==> config.mk <==
export PLATFORM = sky130hd
export DESIGN_NAME = uart_rx_qualifier
export DESIGN_NICKNAME = d
export VERILOG_FILES = /design/src/rtl/rxq_pkg.sv /design/src/rtl/rxq_addr_match.sv /design/src/rtl/rxq_gate.sv /design/src/rtl/rxq_regs.sv /design/src/rtl/uart_rx_qualifier.sv
export SDC_FILE = /design/constraint.sdc
export NUM_CORES = 1
export LEC_CHECK = 0
export BUFFER_PORTS_ARGS = -buffer_cell sky130_fd_sc_hd__buf_4
export CAP_MARGIN = 20
export CORE_MARGIN = 8
export CORE_UTILIZATION = 43
export CTS_CLUSTER_DIAMETER = 40
export CTS_CLUSTER_SIZE = 28
export DETAILED_ROUTE_END_ITERATION = 12
export PLACE_DENSITY = 0.88
export SYNTH_ARGS = -nofsm -noshare
export SYNTH_HDL_FRONTEND = slang
export SYNTH_SLANG_ARGS = --single-unit
export TNS_END_PERCENT = 100
==> constraint.sdc <==
create_clock -name clk -period 1.64 [get_ports clk]
set_input_delay 0.082 -clock clk [delete_from_list [all_inputs] [get_ports clk]]
set_output_delay 0.082 -clock clk [all_outputs]
set_load 0.02 [all_outputs]
==> src/rtl/rxq_pkg.sv <==
package rxq_pkg;
  typedef enum logic [1:0] {
    MODE_SHIFT  = 2'd0,
    MODE_UART8  = 2'd1,
    MODE_UART9A = 2'd2,
    MODE_UART9B = 2'd3
  } rx_mode_e;

  localparam int CTL_W    = 8;
  localparam int B_MODEHI = 7;   // shared with framing-error flag
  localparam int B_MODELO = 6;
  localparam int B_FILT   = 5;
  localparam int B_NINTH  = 2;
  localparam int B_RI     = 0;
endpackage

==> src/rtl/rxq_addr_match.sv <==
module rxq_addr_match #(
  parameter int DATA_W = 8
) (
  input  logic [DATA_W-1:0] byte_in,
  input  logic [DATA_W-1:0] addr,
  input  logic [DATA_W-1:0] mask,
  output logic              own_hit,
  output logic              bcast_hit,
  output logic              addr_hit
);
  function automatic logic f_own(input logic [DATA_W-1:0] b,
                                 input logic [DATA_W-1:0] a,
                                 input logic [DATA_W-1:0] m);
    return ((b ^ a) & m) == '0;
  endfunction

  function automatic logic f_bcast(input logic [DATA_W-1:0] b,
                                   input logic [DATA_W-1:0] a,
                                   input logic [DATA_W-1:0] m);
    logic [DATA_W-1:0] need;
    need = a | m;
    return (b & need) == need;
  endfunction

  assign own_hit   = f_own(byte_in, addr, mask);
  assign bcast_hit = f_bcast(byte_in, addr, mask);
  assign addr_hit  = own_hit | bcast_hit;
endmodule

==> src/rtl/rxq_gate.sv <==
module rxq_gate
  import rxq_pkg::*;
(
  input  logic       frame_done,
  input  logic [1:0] mode,
  input  logic       filt_en,
  input  logic       ri_q,
  input  logic       rx_bit9,
  input  logic       rx_stop,
  input  logic       addr_hit,
  output logic       accept_evt,
  output logic       ferr_evt,
  output logic       ninth_load,
  output logic       ninth_val,
  output logic       filter_rej,
  output logic       busy_drop
);
  logic qual;
  logic uart_mode;

  assign uart_mode = (mode != MODE_SHIFT);

  always_comb begin
    case (rx_mode_e'(mode))
      MODE_SHIFT: qual = 1'b1;
      MODE_UART8: qual = !filt_en || (rx_stop && addr_hit);
      default:    qual = !filt_en || (rx_bit9 && addr_hit);
    endcase
  end

  assign ferr_evt   = frame_done && uart_mode && !rx_stop;
  assign accept_evt = frame_done && !ri_q && qual;
  assign filter_rej = frame_done && !ri_q && !qual;
  assign busy_drop  = frame_done && ri_q;
  assign ninth_load = accept_evt &&
                      (mode[1] || ((mode == MODE_UART8) && !filt_en));
  assign ninth_val  = mode[1] ? rx_bit9 : rx_stop;
endmodule

==> src/rtl/rxq_regs.sv <==
module rxq_regs
  import rxq_pkg::*;
#(
  parameter int DATA_W = 8
) (
  input  logic              clk,
  input  logic              rst_n,
  input  logic              sel_fe,
  input  logic              ctl_wr,
  input  logic [CTL_W-1:0]  ctl_wdata,
  input  logic              ri_clr,
  input  logic              accept_evt,
  input  logic              ferr_evt,
  input  logic              ninth_load,
  input  logic              ninth_val,
  input  logic [DATA_W-1:0] rx_byte,
  output logic [1:0]        mode_q,
  output logic              filt_q,
  output logic              ninth_q,
  output logic              ri_q,
  output logic              fe_q,
  output logic [DATA_W-1:0] buf_q,
  output logic [CTL_W-1:0]  ctl_rdata
);
  logic [1:0]        mode_d;
  logic              filt_d, ninth_d, ri_d, fe_d;
  logic [DATA_W-1:0] buf_d;

  always_comb begin
    mode_d  = mode_q;
    filt_d  = filt_q;
    ninth_d = ninth_q;
    ri_d    = ri_q;
    fe_d    = fe_q;
    buf_d   = buf_q;
    if (ri_clr) ri_d = 1'b0;
    if (ctl_wr) begin
      mode_d[0] = ctl_wdata[B_MODELO];
      filt_d    = ctl_wdata[B_FILT];
      ninth_d   = ctl_wdata[B_NINTH];
      ri_d      = ctl_wdata[B_RI];
      if (sel_fe) fe_d      = ctl_wdata[B_MODEHI];
      else        mode_d[1] = ctl_wdata[B_MODEHI];
    end
    if (ferr_evt)   fe_d    = 1'b1;
    if (ninth_load) ninth_d = ninth_val;
    if (accept_evt) begin
      ri_d  = 1'b1;
      buf_d = rx_byte;
    end
  end

  always_ff @(posedge clk) begin
    if (!rst_n) begin
      mode_q  <= '0;
      filt_q  <= 1'b0;
      ninth_q <= 1'b0;
      ri_q    <= 1'b0;
      fe_q    <= 1'b0;
      buf_q   <= '0;
    end else begin
      mode_q  <= mode_d;
      filt_q  <= filt_d;
      ninth_q <= ninth_d;
      ri_q    <= ri_d;
      fe_q    <= fe_d;
      buf_q   <= buf_d;
    end
  end

  always_comb begin
    ctl_rdata           = '0;
    ctl_rdata[B_MODEHI] = sel_fe ? fe_q : mode_q[1];
    ctl_rdata[B_MODELO] = mode_q[0];
    ctl_rdata[B_FILT]   = filt_q;
    ctl_rdata[B_NINTH]  = ninth_q;
    ctl_rdata[B_RI]     = ri_q;
  end
endmodule

==> src/rtl/uart_rx_qualifier.sv <==
module uart_rx_qualifier
  import rxq_pkg::*;
#(
  parameter int DATA_W = 8
) (
  input  logic              clk,
  input  logic              rst_n,
  input  logic              frame_done,
  input  logic [DATA_W-1:0] rx_byte,
  input  logic              rx_bit9,
  input  logic              rx_stop,
  input  logic [DATA_W-1:0] stn_addr,
  input  logic [DATA_W-1:0] stn_mask,
  input  logic              sel_fe,
  input  logic              ctl_wr,
  input  logic [7:0]        ctl_wdata,
  input  logic              ri_clr,
  output logic [7:0]        ctl_rdata,
  output logic [DATA_W-1:0] rx_data,
  output logic              ri,
  output logic              fe,
  output logic              ninth
);
  logic       own_hit, bcast_hit, addr_hit;
  logic       accept_evt, ferr_evt, ninth_load, ninth_val;
  logic       filter_rej, busy_drop;
  logic [1:0] mode_q;
  logic       filt_q, ri_q, fe_q, ninth_q;

  rxq_addr_match #(.DATA_W(DATA_W)) u_match (
    .byte_in  (rx_byte),
    .addr     (stn_addr),
    .mask     (stn_mask),
    .own_hit  (own_hit),
    .bcast_hit(bcast_hit),
    .addr_hit (addr_hit)
  );

  rxq_gate u_gate (
    .frame_done(frame_done),
    .mode      (mode_q),
    .filt_en   (filt_q),
    .ri_q      (ri_q),
    .rx_bit9   (rx_bit9),
    .rx_stop   (rx_stop),
    .addr_hit  (addr_hit),
    .accept_evt(accept_evt),
    .ferr_evt  (ferr_evt),
    .ninth_load(ninth_load),
    .ninth_val (ninth_val),
    .filter_rej(filter_rej),
    .busy_drop (busy_drop)
  );

  rxq_regs #(.DATA_W(DATA_W)) u_regs (
    .clk       (clk),
    .rst_n     (rst_n),
    .sel_fe    (sel_fe),
    .ctl_wr    (ctl_wr),
    .ctl_wdata (ctl_wdata),
    .ri_clr    (ri_clr),
    .accept_evt(accept_evt),
    .ferr_evt  (ferr_evt),
    .ninth_load(ninth_load),
    .ninth_val (ninth_val),
    .rx_byte   (rx_byte),
    .mode_q    (mode_q),
    .filt_q    (filt_q),
    .ninth_q   (ninth_q),
    .ri_q      (ri_q),
    .fe_q      (fe_q),
    .buf_q     (rx_data),
    .ctl_rdata (ctl_rdata)
  );

  assign ri    = ri_q;
  assign fe    = fe_q;
  assign ninth = ninth_q;
endmodule

==> results.md <==
- The flow ran to the end, and the final reports show no timing, DRC or antenna violations.
- The most numerous cell in the Yosys netlist is sky130_fd_sc_hd__dfxtp_1.
- The top achievable clock speed is 664 MHz.
- The clock tree buffer depth is 2.
- For the pin with the worst max-slew slack, the measured transition is 0.726 ns.
- After detailed routing, the average wire length per cell comes to 14.5 µm.
- After synthesis, the largest area contributor takes up 27.0% of total cell area.
- The warning count from the yosys run is 0.
- In this run the number of H-tree levels came out at 1.
- The vias per cell is 5.47.
- Hold is met by 0.0357 ns.
- The remaining routing DRC violations is 0.
- IR analysis of the VDD net gives a maximum drop of 0.432 mV.
- For this run, asynchronously set or reset flops after synthesis account for 0%.
- The commonest cells after synthesis are sky130_fd_sc_hd__dfxtp_1 (14), sky130_fd_sc_hd__nor2_1 (13), sky130_fd_sc_hd__nand2_1 (10).
- Per report_power, the combinational group accounts for 34.7% of the total.
- After global routing the overflow that remains totals 0.
- Clock tree synthesis selected as its root buffer the cell sky130_fd_sc_hd__clkbuf_4.
- The insertion delay of the later-clocked pin in the worst-skew pair is 0.28 ns.
- Registers are responsible for 39.5% of the overall power.
- The number of buffers added to fix hold violations after cts is 0.
- The number of buffers created by CTS is 3.
- The path class of the lowest-slack min-delay path is primary input to register.
- The adder-cell share of the synthesized area is 0%.
- The synthesized netlist cell count is 126.
- The final-stage net count is 215.
- The clock network fraction of design power is 25.8%.
- Once layout is done, the placed cells without fillers occupy 1450 µm².
- STA classifies the critical path endpoint as a register.
- Of the post-synthesis cell area, the part taken by muxes is 6.86%.
- The critical path data required time is 1.84 ns.
- At the end of the flow the core is filled with cells to 60.6%.
- The number of buffer cells added on primary ports is 52.
- The number of setup buffers added after CTS is 0.
- The count of TritonRoute iterations in the first routing pass is 4.
- Setup repair after global routing left no endpoint under its margin.
- The post-synthesis to final-layout area growth is 39.1%.
- Internal power comes to 0.000660 W.
- Once detail routing completed, the nets flagged for antenna violations numbered 0.
- The sum of routed wire length over all layers is 2960 µm.
- The share of final-layout standard cells stronger than drive strength 1 is 42.0%.
- Of the total synthesized cell area, the portion taken by XOR and XNOR cells is 6.74%.
- The final worst setup slack is 0.135 ns.
- The unique cell type count in the Yosys netlist is 35.
- The post-synthesis compound-gate area fraction is 26.5%.
- The kind of critical path is register to register.
- The average cell area after synthesis is 8.25 µm².
- The number of antenna violations at the first check in global routing is 0.
- Detailed placement finished with a half-perimeter wire length of 2450 µm.
- The maximum number of pins on one net before global-route repair is 19.
- The post-placement cell area is 1410 µm².
- The area share of and/or/nand/nor cells after synthesis is 24.2%.
- OpenSTA, run right after detailed placement, puts the worst setup slack at -0.0353 ns.
- The final-report setup violation count is 0.
- The mapped cell area is 1040 µm².
- By area the synthesized netlist is led by sky130_fd_sc_hd__dfxtp_1 (27%), sky130_fd_sc_hd__o32a_2 (7.6%), sky130_fd_sc_hd__xor2_1 (6.7%).
- STA classifies the critical path startpoint as a register.
- After clock tree synthesis, the repair step resized 0 gates.
- The analysis attributes to cell leakage a power of 0.619 nW.
- The switching power summed over all nets is 0.000307 W.
- Clock tree synthesis found a total of 14 sinks.
- Data arrives at the worst endpoint at 1.71 ns.
- In this run switching power makes up 31.8% of total power.
- The total number of vias is 1115.
- Row generation in the floorplan step produced 18 rows.
- The horizontal extent of the die is 65.2 µm.
- The number of flops mapped to enable cells by yosys is 0.
- The global-route wire length before repair is 4820 µm.
- The share of synthesized area occupied by flip-flops and latches is 27.0%.
- The overall routing resource usage is 13.5%.
- The number of pins with negative max-slew slack in the final report came to 0.
- The effective utilization at floorplan is 43.6%.
- sky130_fd_sc_hd__dfxtp_1 takes more of the synthesized area than any other cell.
- The share of the clock period used by the worst path after layout is 91.8%.
- The worst slew margin relative to its limit is 51.2%.
- The core area is 2390 µm².
- After clock tree synthesis, the clock-pin slew on the worst setup and hold paths is 0.09 ns.
- The number of ports placed on the die boundary is 59.
- Counting I/O delays and the setup requirement, the final critical path takes 1.51 ns.
- The number of inserted diodes is 0.
- In this run, synthesis produced a sequential element count of 14.
- The main combinational cell family by area after synthesis is compound AO/OA/AOI/OAI gates.
- The biggest fanout along the worst timing path is 10.
- The completed layout was analyzed and its total power is 0.000967 W.
- The die covers 4250 µm².
- For this design the ratio of total power to cell area is 668 nW/µm².
- From bottom edge to top edge, the die measures 65.2 µm.
- The largest clock skew in the final design is 0.00823 ns.
- Routability-driven placement finished with a final weighted congestion of 0.801.
- The number of global-route vias before repair is 1136.
- The number of hold-slack violations in the final timing report is 0.
- The CTS tree is done.
- The number of DRC violations after detailed-routing iteration 0 is 32.
- The flip-flop cell with the highest count after synthesis is sky130_fd_sc_hd__dfxtp_1.
- The max capacitance violation total is 0.
[power groups by stage]
stage / combinational, W / sequential (W) / clock [W]
finish: 0.000336 / 0.000382 / 0.000249
global route: 0.000362 / 0.000386 / 0.000268
CTS: 0.000337 / 0.000382 / 0.000250
detailed placement: 0.000336 / 0.000390 / 0
global placement: 0.000327 / 0.000389 / 0
floorplan: 0.000168 / 0.000416 / 0
[path summary, 6_finish.rpt]
| check | start | end | slack, ns | depth (start not counted) |
|---|---|---|---|---|
| setup / recovery | u_regs.mode_q[1]$_SDFFE_PN0P_ | u_regs.buf_q[2]$_SDFFE_PN0P_ | 0.13 | 4 |
| setup reg to reg | u_regs.mode_q[1]$_SDFFE_PN0P_ | u_regs.buf_q[2]$_SDFFE_PN0P_ | 0.13 | 4 |
| hold reg to reg | u_regs.mode_q[0]$_SDFFE_PN0P_ | u_regs.mode_q[0]$_SDFFE_PN0P_ | 0.58 | 2 |
| hold / removal | ctl_wdata[6] | u_regs.mode_q[0]$_SDFFE_PN0P_ | 0.04 | 3 |
[cells by family (layout without fill, tap and decap cells)]
group | count (synthesis) | after routing
AND/OR/NAND/NOR | 48 | 48
other | 1 | 3
XOR/XNOR | 8 | 8
buffers and inverters | 14 | 60
flip-flops | 14 | 14
multiplexers | 7 | 7
AO/OA/AOI/OAI | 34 | 34
[worst max-delay path, cell delays in order (launching register included)]
cell                      delay, ns
sky130_fd_sc_hd__dfxtp_1       0.45
sky130_fd_sc_hd__nor2_1        0.20
sky130_fd_sc_hd__or3_1         0.38
sky130_fd_sc_hd__o32a_2        0.32
sky130_fd_sc_hd__o21ai_1       0.08
[flip-flops by register name, indices dropped and copies added, names as in the netlist]
name,cells
u_regs.buf_q,8
u_regs.filt_q,1
u_regs.ri_q,1
u_regs.ninth_q,1
u_regs.mode_q,2
u_regs.fe_q,1
[layout by cell type, fill, tap and decap left out, types with 2 or more instances in the layout]
master                     count
sky130_fd_sc_hd__dfxtp_1      14
sky130_fd_sc_hd__or3_1         8
sky130_fd_sc_hd__nand2_1      10
sky130_fd_sc_hd__o32a_2        7
sky130_fd_sc_hd__clkbuf_4      3
sky130_fd_sc_hd__conb_1        3
sky130_fd_sc_hd__xor2_1        8
sky130_fd_sc_hd__nand3_1       8
sky130_fd_sc_hd__nor2b_1       2
sky130_fd_sc_hd__a21oi_1       2
sky130_fd_sc_hd__o22ai_1       5
sky130_fd_sc_hd__nand2b_1      2
sky130_fd_sc_hd__nor2_1       13
sky130_fd_sc_hd__o21ai_0       8
sky130_fd_sc_hd__mux2i_1       6
sky130_fd_sc_hd__a22oi_1       4
sky130_fd_sc_hd__buf_4        54
[stage by stage]
| step | TNS (ns) | cells |
|---|---|---|
| 5_1_grt | 0 | 204 |
| 3_5_place_dp | -0.218 | 200 |
| 4_1_cts | 0 | 204 |
| 6_report | 0 | 204 |
| 2_1_floorplan | 0 | 128 |
| 3_3_place_gp | 0 | 200 |
[per-layer routing]
layer	vias to the layer above	GRT usage, %	part of all wire (%)
li1	554	-	-
met1	514	15.9	41
met2	45	22.9	52
met3	2	3.06	6.7
met4	0	5.45	0.47
met5	-	0	0
[layout make-up]
cell class / count / area [µm²]
Clock buffer: 4 / 36.3
Fill cell: 211 / 941
Inverter: 2 / 7.51
Multi-Input combinational cell: 100 / 679
Sequential cell: 14 / 280
Tap cell: 30 / 37.5
Timing Repair Buffer: 54 / 405
(Power assumes the default switching activity.)
